$ cat src/rtl/adc_regfront_pkg.sv
package adc_regfront_pkg;

    // Word indices (byte offset / 4) of the mapped registers
    localparam int unsigned WIDX_CTRL    = 0;
    localparam int unsigned WIDX_RESULT  = 1;
    localparam int unsigned WIDX_DONE    = 2;
    localparam int unsigned WIDX_SAMPLED = 3;
    localparam int unsigned WIDX_POWER   = 4;

    // Bit positions inside the control word
    localparam int unsigned CTRL_START_BIT  = 4;
    localparam int unsigned CTRL_SINGLE_BIT = 5;

    typedef enum logic [2:0] {
        RSEL_NONE,
        RSEL_CTRL,
        RSEL_RESULT,
        RSEL_DONE,
        RSEL_SAMPLED,
        RSEL_POWER
    } rsel_e;

    // Bus write events, decoded once and fanned out to the sequencer
    typedef struct packed {
        logic ctrl_wr;
        logic start_req;
        logic pwr_on_wr;
        logic pwr_off_wr;
    } wr_evt_t;

    function automatic rsel_e decode_word(input int unsigned widx);
        rsel_e sel;
        case (widx)
            WIDX_CTRL:    sel = RSEL_CTRL;
            WIDX_RESULT:  sel = RSEL_RESULT;
            WIDX_DONE:    sel = RSEL_DONE;
            WIDX_SAMPLED: sel = RSEL_SAMPLED;
            WIDX_POWER:   sel = RSEL_POWER;
            default:      sel = RSEL_NONE;
        endcase
        return sel;
    endfunction

endpackage

$ cat src/rtl/adc_bus_port.sv
module adc_bus_port
    import adc_regfront_pkg::*;
#(
    parameter int unsigned ADDR_W = 8,
    parameter int unsigned BUS_W  = 32,
    parameter int unsigned CH_W   = 3,
    parameter int unsigned RES_W  = 10
) (
    input  logic [ADDR_W-1:0] bus_addr,
    input  logic              bus_we,
    input  logic [BUS_W-1:0]  bus_wdata,
    output logic [BUS_W-1:0]  bus_rdata,
    output wr_evt_t           evt,
    output logic [CH_W-1:0]   wr_chan,
    output logic              wr_single,
    input  logic [CH_W-1:0]   ctrl_chan,
    input  logic              ctrl_single,
    input  logic              start_pend,
    input  logic [RES_W-1:0]  result,
    input  logic              conv_flag,
    input  logic [CH_W-1:0]   samp_chan,
    input  logic              pwr_on
);

    localparam int unsigned WIDX_W = ADDR_W - 2;

    rsel_e sel;
    logic  unused_bus_bits;

    assign sel = decode_word(32'(bus_addr[ADDR_W-1:2]));
    assign unused_bus_bits = ^{bus_wdata, bus_addr[1:0]};

    assign wr_chan   = bus_wdata[CH_W-1:0];
    assign wr_single = bus_wdata[CTRL_SINGLE_BIT];

    always_comb begin
        evt            = '0;
        evt.ctrl_wr    = bus_we && (sel == RSEL_CTRL);
        evt.start_req  = evt.ctrl_wr && bus_wdata[CTRL_START_BIT];
        evt.pwr_on_wr  = bus_we && (sel == RSEL_POWER) && bus_wdata[0];
        evt.pwr_off_wr = bus_we && (sel == RSEL_POWER) && !bus_wdata[0];
    end

    always_comb begin
        bus_rdata = '0;
        case (sel)
            RSEL_CTRL: begin
                bus_rdata[CH_W-1:0]       = ctrl_chan;
                bus_rdata[CTRL_START_BIT]  = start_pend;
                bus_rdata[CTRL_SINGLE_BIT] = ctrl_single;
            end
            RSEL_RESULT:  bus_rdata[RES_W-1:0] = result;
            RSEL_DONE:    bus_rdata[0]         = conv_flag;
            RSEL_SAMPLED: bus_rdata[CH_W-1:0]  = samp_chan;
            RSEL_POWER:   bus_rdata[0]         = pwr_on;
            default:      bus_rdata            = '0;
        endcase
    end

    if (WIDX_W < 3) begin : g_addr_too_narrow
        // the power register needs word index 4
        initial $error("ADDR_W too small for the register map");
    end

endmodule

$ cat src/rtl/adc_settle_timer.sv
module adc_settle_timer #(
    parameter int unsigned SETTLE_CYCLES = 8
) (
    input  logic clk,
    input  logic rst,
    input  logic pwr_on,
    output logic settled
);

    localparam int unsigned CNT_W = $clog2(SETTLE_CYCLES + 1);
    localparam logic [CNT_W-1:0] CNT_MAX = CNT_W'(SETTLE_CYCLES);

    logic [CNT_W-1:0] cnt_q;

    always_ff @(posedge clk) begin
        if (rst || !pwr_on) begin
            cnt_q <= '0;
        end else if (cnt_q != CNT_MAX) begin
            cnt_q <= cnt_q + CNT_W'(1);
        end
    end

    assign settled = pwr_on && (cnt_q == CNT_MAX);

endmodule

$ cat src/rtl/adc_conv_seq.sv
module adc_conv_seq
    import adc_regfront_pkg::*;
#(
    parameter int unsigned CH_W  = 3,
    parameter int unsigned RES_W = 10
) (
    input  logic             clk,
    input  logic             rst,
    input  wr_evt_t          evt,
    input  logic             pwr_on,
    input  logic             settled,
    input  logic [CH_W-1:0]  ctrl_chan,
    input  logic             core_done,
    input  logic [RES_W-1:0] core_data,
    output logic             core_start,
    output logic [CH_W-1:0]  core_sel,
    output logic             start_pend,
    output logic             busy,
    output logic             conv_flag,
    output logic [RES_W-1:0] result,
    output logic [CH_W-1:0]  samp_chan
);

    logic [CH_W-1:0] launch_chan;
    logic            launch;

    assign launch   = start_pend && pwr_on && settled && !busy;
    assign core_sel = busy ? launch_chan : ctrl_chan;

    always_ff @(posedge clk) begin
        if (rst) begin
            core_start  <= 1'b0;
            start_pend  <= 1'b0;
            busy        <= 1'b0;
            conv_flag   <= 1'b0;
            result      <= '0;
            samp_chan   <= '0;
            launch_chan <= '0;
        end else if (evt.pwr_off_wr) begin
            core_start <= 1'b0;
            start_pend <= 1'b0;
            busy       <= 1'b0;
            conv_flag  <= 1'b0;
        end else begin
            core_start <= launch;
            if (launch) begin
                busy        <= 1'b1;
                start_pend  <= 1'b0;
                launch_chan <= ctrl_chan;
            end
            if (busy && core_done) begin
                busy      <= 1'b0;
                conv_flag <= 1'b1;
                result    <= core_data;
                samp_chan <= launch_chan;
            end
            // a new request wins over a launch or completion in the same cycle
            if (evt.start_req) begin
                start_pend <= 1'b1;
                conv_flag  <= 1'b0;
            end
        end
    end

endmodule

$ cat src/rtl/adc_regfront.sv
module adc_regfront
    import adc_regfront_pkg::*;
#(
    parameter int unsigned ADDR_W        = 8,
    parameter int unsigned BUS_W         = 32,
    parameter int unsigned CH_W          = 3,
    parameter int unsigned RES_W         = 10,
    parameter int unsigned SETTLE_CYCLES = 8
) (
    input  logic              clk,
    input  logic              rst,
    input  logic [ADDR_W-1:0] bus_addr,
    input  logic              bus_we,
    input  logic [BUS_W-1:0]  bus_wdata,
    output logic [BUS_W-1:0]  bus_rdata,
    output logic [CH_W-1:0]   core_sel,
    output logic              core_start,
    output logic              core_pwr,
    input  logic              core_done,
    input  logic [RES_W-1:0]  core_data
);

    wr_evt_t          evt;
    logic [CH_W-1:0]  wr_chan;
    logic             wr_single;
    logic [CH_W-1:0]  ctrl_chan_q;
    logic             ctrl_single_q;
    logic             pwr_q;
    logic             settled;
    logic             start_pend_w;
    logic             busy_w;
    logic             flag_w;
    logic [RES_W-1:0] result_w;
    logic [CH_W-1:0]  samp_w;

    adc_bus_port #(
        .ADDR_W(ADDR_W), .BUS_W(BUS_W), .CH_W(CH_W), .RES_W(RES_W)
    ) port_i (
        .bus_addr   (bus_addr),
        .bus_we     (bus_we),
        .bus_wdata  (bus_wdata),
        .bus_rdata  (bus_rdata),
        .evt        (evt),
        .wr_chan    (wr_chan),
        .wr_single  (wr_single),
        .ctrl_chan  (ctrl_chan_q),
        .ctrl_single(ctrl_single_q),
        .start_pend (start_pend_w),
        .result     (result_w),
        .conv_flag  (flag_w),
        .samp_chan  (samp_w),
        .pwr_on     (pwr_q)
    );

    always_ff @(posedge clk) begin
        if (rst) begin
            ctrl_chan_q   <= '0;
            ctrl_single_q <= 1'b0;
            pwr_q         <= 1'b0;
        end else begin
            if (evt.ctrl_wr) begin
                ctrl_chan_q   <= wr_chan;
                ctrl_single_q <= wr_single;
            end
            if (evt.pwr_on_wr) begin
                pwr_q <= 1'b1;
            end else if (evt.pwr_off_wr) begin
                pwr_q <= 1'b0;
            end
        end
    end

    adc_settle_timer #(
        .SETTLE_CYCLES(SETTLE_CYCLES)
    ) settle_i (
        .clk    (clk),
        .rst    (rst),
        .pwr_on (pwr_q),
        .settled(settled)
    );

    adc_conv_seq #(
        .CH_W(CH_W), .RES_W(RES_W)
    ) seq_i (
        .clk       (clk),
        .rst       (rst),
        .evt       (evt),
        .pwr_on    (pwr_q),
        .settled   (settled),
        .ctrl_chan (ctrl_chan_q),
        .core_done (core_done),
        .core_data (core_data),
        .core_start(core_start),
        .core_sel  (core_sel),
        .start_pend(start_pend_w),
        .busy      (busy_w),
        .conv_flag (flag_w),
        .result    (result_w),
        .samp_chan (samp_w)
    );

    assign core_pwr = pwr_q;

endmodule

$ cat config.mk
export PLATFORM = sky130hd
export DESIGN_NAME = adc_regfront
export DESIGN_NICKNAME = d
export VERILOG_FILES = /design/src/rtl/adc_regfront_pkg.sv /design/src/rtl/adc_bus_port.sv /design/src/rtl/adc_settle_timer.sv /design/src/rtl/adc_conv_seq.sv /design/src/rtl/adc_regfront.sv
export SDC_FILE = /design/constraint.sdc
export NUM_CORES = 1
export LEC_CHECK = 0
export BUFFER_PORTS_ARGS = -buffer_cell sky130_fd_sc_hd__buf_2
export CAP_MARGIN = 20
export CORE_MARGIN = 2
export CORE_UTILIZATION = 47
export CTS_CLUSTER_DIAMETER = 80
export DETAILED_ROUTE_END_ITERATION = 10
export GPL_ROUTABILITY_DRIVEN = 0
export PLACE_DENSITY = 0.92
export REMOVE_ABC_BUFFERS = 1
export SLEW_MARGIN = 20
export SYNTH_ARGS = -nofsm -noshare
export SYNTH_HDL_FRONTEND = slang
export SYNTH_SLANG_ARGS = --single-unit
$ cat constraint.sdc
create_clock -name clk -period 3.5 [get_ports clk]
set_clock_uncertainty 0.05 [all_clocks]
set_input_delay 0.525 -clock clk [delete_from_list [all_inputs] [get_ports clk]]
set_output_delay 0.525 -clock clk [all_outputs]
set_load 0.01 [all_outputs]
==> results of run 1 <==
report_power, final:
group | leakage [nW] | switching [mW] | internal (mW) | total (mW)
clock | 0.0445 | 0.123 | 0.170 | 0.293
combinational | 0.478 | 0.0301 | 0.0152 | 0.0452
sequential | 0.233 | 0.000386 | 0.330 | 0.330
final cells by class:
class                   count  area, um^2  share of cell area, %
inverters                   3        11.3                  0.637
repair buffers             39         195                   11.0
multi-input cells         122         836                   47.3
flip-flops and latches     29         581                   32.9
well taps                  44        55.1                   3.12
clock buffers               6        51.3                   2.90
clock inverters             2        37.5                   2.12
synthesized netlist by cell type:
cell type  count  area [um^2]
inv_1          3         11.3
a22oi_1        3         22.5
or2_1          1         6.26
a31oi_1        1         6.26
nand3_1        1         5.00
mux2_2         5         56.3
nor4_1         1         6.26
xnor2_1        1         8.76
conb_1         1         3.75
nor3_1         3         15.0
and4_1         1         8.76
a32o_1         1         10.0
a211oi_1       2         15.0
nand3b_4       1         20.0
or3_1          1         6.26
nand2b_1       8         50.1
a21oi_1        2         10.0
nor4b_4        1         23.8
buf_2          3         15.0
ha_1           2         25.0
nor2_1        27          101
mux2i_1       22          220
or4_1          1         7.51
mux4_2         1         22.5
a41oi_4        1         27.5
dfxtp_1       29          581
buf_4         22          165
nand2_1        3         11.3
xor2_1         2         17.5
buf_6          1         11.3
and3_1         6         37.5
nor2_2         2         12.5
clkbuf_1       2         7.51
flip-flops by register name, indices dropped and copies added, names as in the netlist, 3 cells and up:
name and count:
ctrl_chan_q 3, seq_i.result 10, seq_i.launch_chan 3, settle_i.cnt_q 4
seq_i.samp_chan 3
routing by layer:
layer / vias to the layer above / GRT usage (%) / wire [um]
li1: 587 / - / -
met1: 560 / 19.5 / 1250
met2: 44 / 29.6 / 1410
met3: 5 / 6.72 / 219
met4: 0 / 6.38 / 36
met5: - / 0 / 0
worst paths after layout:
path	from	endpoint	slack (ns)	depth (start not counted)
worst max register to register	seq_i.busy	seq_i.result[4]	1.78	4
worst min-delay path	bus_wdata[4]	seq_i.conv_flag	0.34	2
worst max-delay path	bus_addr[4]	bus_rdata[6]	1.05	5
worst min register to register	seq_i.result[8]	seq_i.result[8]	0.45	2
worst register-to-register path, cell delays in order (launching register included):
cell and delay (ns):
dfxtp_1 0.50, nand2_1 0.15, a41oi_4 0.59, mux2i_1 0.27, nor2_1 0.06
logic make-up after synthesis:
group                    count (synthesis)  share of synthesized area [%]
AND/OR/NAND/NOR                         57                           20.1
buffers and inverters                   31                           13.6
flip-flops                              29                           37.5
multiplexers                            28                           19.3
AO/OA/AOI/OAI                           10                           5.90
XOR/XNOR                                 3                           1.70
adder cells (fa/ha/maj)                  2                           1.62
other                                    1                          0.242
==> summary.md, run 1 <==
| Metric | Value |
|---|---|
| RSZ-0062 raised after global routing | `false` |
| Leakage | `0.756 nW` |
| CTS max path bufs | `2` |
| Largest net degree at the start of global routing | `28` |
| Final period util | `70.1%` |
| Die area | `3770 um^2` |
| Critical Path RT | `2.92 ns` |
| Number of fill cells in the layout | `284` |
| CTS tree | `done` |
| Starting DRT DRC Count | `17` |
| ANT nets after route | `0` |
| Share of layout cells above drive strength 1 | `28.9%` |
| Routed WL | `2.92 mm` |
| Flops & latches, synth | `29` |
| Initial Utilization | `49.9%` |
| Die width | `61.4 um` |
| DR WL/cell | `11.9 um` |
| Commonest non-fill, non-tap cell in the layout | `buf_2` |
| Setup WS post-layout | `1.05 ns` |
| Total CTS buffers | `5` |
| Slew Limit Fails | `0` |
| Hold Fails Final Rpt | `0` |
| Post-Syn Area | `1550 um^2` |
| CP dominant cell by count | `buf_2` |
| Worst-margin pin slew | `0.674 ns` |
| Crit Path Max Fanout | `5` |
| H-Tree Depth | `2` |
| Slew HR | `55.0%` |
| Crit start category | `input port` |
| Place WS | `1.03 ns` |
| Worst skew pair latency | `0.34 ns` |
| FP Rows | `20` |
| WP data arrival | `1.88 ns` |
| Diodes inserted | `0` |
| Peak Freq | `0.407 GHz` |
| Clk pin slew, worst setup/hold paths | `0.10 ns` |
| Post_cts resized | `0` |
| Min Tclk post-route | `2.45 ns` |
| Placed insts | `237` |
| DIE HEIGHT | `61.4 um` |
| Placed inst area | `1680 um^2` |
| Commonest non-fill, non-tap cells in the layout | `buf_2, dfxtp_1, nor2_1` |
| Status | `finished clean` |
| Slowest Stage Delay on Critical Path | `0.65 ns` |
| Mean Syn Cell Area | `9.61 um^2` |
| Critical path's slowest cell | `or4_1` |
| Final Util | `56.9%` |
| Num ports | `91` |
| Crit end category | `output pin` |
| Ys Warns | `0` |
| Kind of cell adding the most delay to the critical path | `simple AND/OR/NAND/NOR gates` |
| Setup TNS | `0 ns` |
| Synthesis-to-finish area growth | `14.1%` |
| Hold WS | `0.340 ns` |
| Mapped Cells | `161` |
| DR pass1 iterations | `4` |
| Via count | `1196` |
| # setup viols final | `0` |
| Total clock sinks | `29` |
| DRC | `0` |
| Worst Hold Class | `in2reg` |
| Grt ovf | `0` |
| GRT Overall Usage | `17.3%` |
| Initial antenna violation count | `0` |
| Unique masters post-synth | `33` |
| DP Wirelength | `2.19 mm` |
| First-pass GRT wire length | `4.63 mm` |
| Non-Filler Instances | `245` |
| PD cells | `378 nW/um^2` |
| CTS root buffer | `clkbuf_4` |
| Via/cell ratio | `4.88` |
| Layout Nets | `256` |
| Post-CTS Hold Buffers | `0` |
| Max rail drop VDD | `0.000350 V` |
| Vias in the first global route | `1060` |
| CP Buf/Inv Count | `2` |
| Post-synthesis sequential area ratio | `37.5%` |
| Critical path, cell by cell | `buf_2 -> or4_1 -> nor2_1 -> and3_1 -> buf_2` |
| Tot Pwr | `668 uW` |
| Final Cell Area | `1770 um^2` |
| Worst setup path class | `in2out` |
| # port buffers | `39` |
| CORE AREA | `3100 um^2` |
| Post-CTS Setup Inserts | `0` |
| Max-cap viol count | `0` |
No activity file was read; power rests on OpenSTA's default activity.
==> run 2, diff against run 1 <==
- CORE_UTILIZATION: 47 -> 39
- PLACE_DENSITY: 0.92 -> 0.83
- clock period: 3.5 -> 2 ns (I/O delays scaled with it)
==> run 2 against run 1 <==
  * Global-route usage is 2.1 points lower
  * Sequential share of layout area fell by 0.21 points
  * Flip-flop and latch count is the same
  * Clock power is 54% higher
  * Power grew 66%
  * Highest routed layer unchanged
==> summary.md, run 2 (synthesis results as in run 1) <==
| Metric | Value |
|---|---|
| Clk pin slew, worst setup/hold paths | `0.06 ns` |
| Max rail drop VDD | `0.000382 V` |
| Slew HR | `55.3%` |
| Final period util | `97.9%` |
| Placed inst area | `1700 um^2` |
| Leakage | `0.760 nW` |
| Worst skew pair latency | `0.28 ns` |
| Via/cell ratio | `4.68` |
| Commonest non-fill, non-tap cells in the layout | `buf_2, dfxtp_1, nor2_1` |
| Die area | `4490 um^2` |
| CP Depth | `5` |
| Largest net degree at the start of global routing | `28` |
| DP Wirelength | `2.28 mm` |
| CP dominant cell by count | `buf_2` |
| DIE HEIGHT | `67.0 um` |
| Critical Path RT | `1.65 ns` |
| FF-to-FF Start | `settle_i.cnt_q[0]` |
| Total CTS buffers | `5` |
| Final Util | `47.5%` |
| Hold Path Depth | `2` |
| H-Tree Depth | `2` |
| Crit path from | `bus_addr[5]` |
| FP Rows | `22` |
| Tot Pwr | `1.11 mW` |
| DRC | `0` |
| DR WL/cell | `12.1 um` |
| Diodes inserted | `0` |
| Hold WS | `0.176 ns` |
| Peak Freq | `0.511 GHz` |
| Routed WL | `3.03 mm` |
| Met3 Usage GRT | `5.74%` |
| Post-CTS Setup Inserts | `0` |
| Kind of cell adding the most delay to the critical path | `simple AND/OR/NAND/NOR gates` |
| Worst-margin pin slew | `0.669 ns` |
| Final Cell Area | `1780 um^2` |
| Initial Utilization | `41.3%` |
| Commonest non-fill, non-tap cell in the layout | `buf_2` |
| Die width | `67.0 um` |
| CTS max path bufs | `2` |
| Crit end category | `output pin` |
| Post_cts resized | `0` |
| RR Endpoint | `seq_i.launch_chan[2]` |
| Post-CTS Hold Buffers | `0` |
| Crit start category | `input port` |
| RSZ-0062 raised after global routing | `false` |
| CTS root buffer | `clkbuf_8` |
| Worst setup path class | `in2out` |
| CORE AREA | `3740 um^2` |
| Top reg by flops | `seq_i.result` |
| First-pass GRT wire length | `4.90 mm` |
| Number of fill cells in the layout | `385` |
| Max FFs per register | `10` |
| Grt ovf | `0` |
| Slew Limit Fails | `0` |
| Initial antenna violation count | `0` |
| Num ports | `91` |
| Min Tclk post-route | `1.96 ns` |
| Via count | `1175` |
| ANT nets after route | `0` |
| Share of layout cells above drive strength 1 | `28.1%` |
| Multi-input logic area | `836 um^2` |
| PD cells | `626 nW/um^2` |
| GRT Overall Usage | `15.2%` |
| Critical path's slowest cell | `or4_1` |
| DR pass1 iterations | `4` |
| Layout Nets | `258` |
| GR peak layer | `met2` |
| CP Buf/Inv Count | `2` |
| GR met1 Demand/Resource | `16.5%` |
| CP endpoint | `bus_rdata[9]` |
| # port buffers | `39` |
| Max-cap viol count | `0` |
| WP data arrival | `1.61 ns` |
| Status | `finished clean` |
| Vias in the first global route | `1096` |
| # setup viols final | `0` |
| Crit Path Max Fanout | `5` |
| Hold Fails Final Rpt | `0` |
| Total clock sinks | `29` |
| Starting DRT DRC Count | `21` |
| Synthesis-to-finish area growth | `14.9%` |
| R2r setup slk | `0.30 ns` |
| Critical path, cell by cell | `buf_2 -> or4_1 -> nor2_1 -> and3_1 -> buf_2` |
| Worst Hold Class | `in2reg` |
| GR Util met2 | `25.9%` |
| Largest regs | `seq_i.result (10), settle_i.cnt_q (4)` |
| Slowest Stage Delay on Critical Path | `0.57 ns` |
| CTS tree | `done` |
| Reg2Reg Depth | `6` |
| Register area | `581 um^2` |
| Setup TNS | `0 ns` |
[run 2: report_power, final]
group / total (mW) / switching (mW) / internal, mW
registers: 0.579 / 0.000672 / 0.578
logic: 0.0815 / 0.0531 / 0.0284
clock network: 0.452 / 0.206 / 0.246
[run 2: layout make-up]
cell class / instances / area share, %
clock buffers: 8 / 4.50
multi-input cells: 122 / 47.0
repair buffers: 41 / 11.8
well taps: 48 / 3.38
inverters: 3 / 0.633
flip-flops and latches: 29 / 32.7
[run 2: stage by stage]
stage / std cells / setup slack (ns)
after floorplan: 154 / 0.361
after global placement: 243 / 0.0792
after detailed placement: 243 / 0.0693
after CTS: 251 / 0.0630
after global routing: 251 / 0.00169
final: 251 / 0.0428
[run 2: layer usage]
layer | vias up | part of all wire [%]
li1 | 585 | -
met1 | 539 | 41
met2 | 45 | 50
met3 | 6 | 7.1
met4 | 0 | 1.7
met5 | - | 0
[run 2: how the worst min path moves through the flow]
stage / from / endpoint / slack (ns)
final: bus_wdata[4] / seq_i.conv_flag / 0.18
after global routing: bus_wdata[4] / seq_i.conv_flag / 0.17
after CTS: bus_wdata[4] / seq_i.conv_flag / 0.17
after detailed placement: seq_i.result[6] / seq_i.result[6] / 0.43
after global placement: seq_i.result[9] / seq_i.result[9] / 0.42
after floorplan: rst / ctrl_chan_q[0] / 0.32
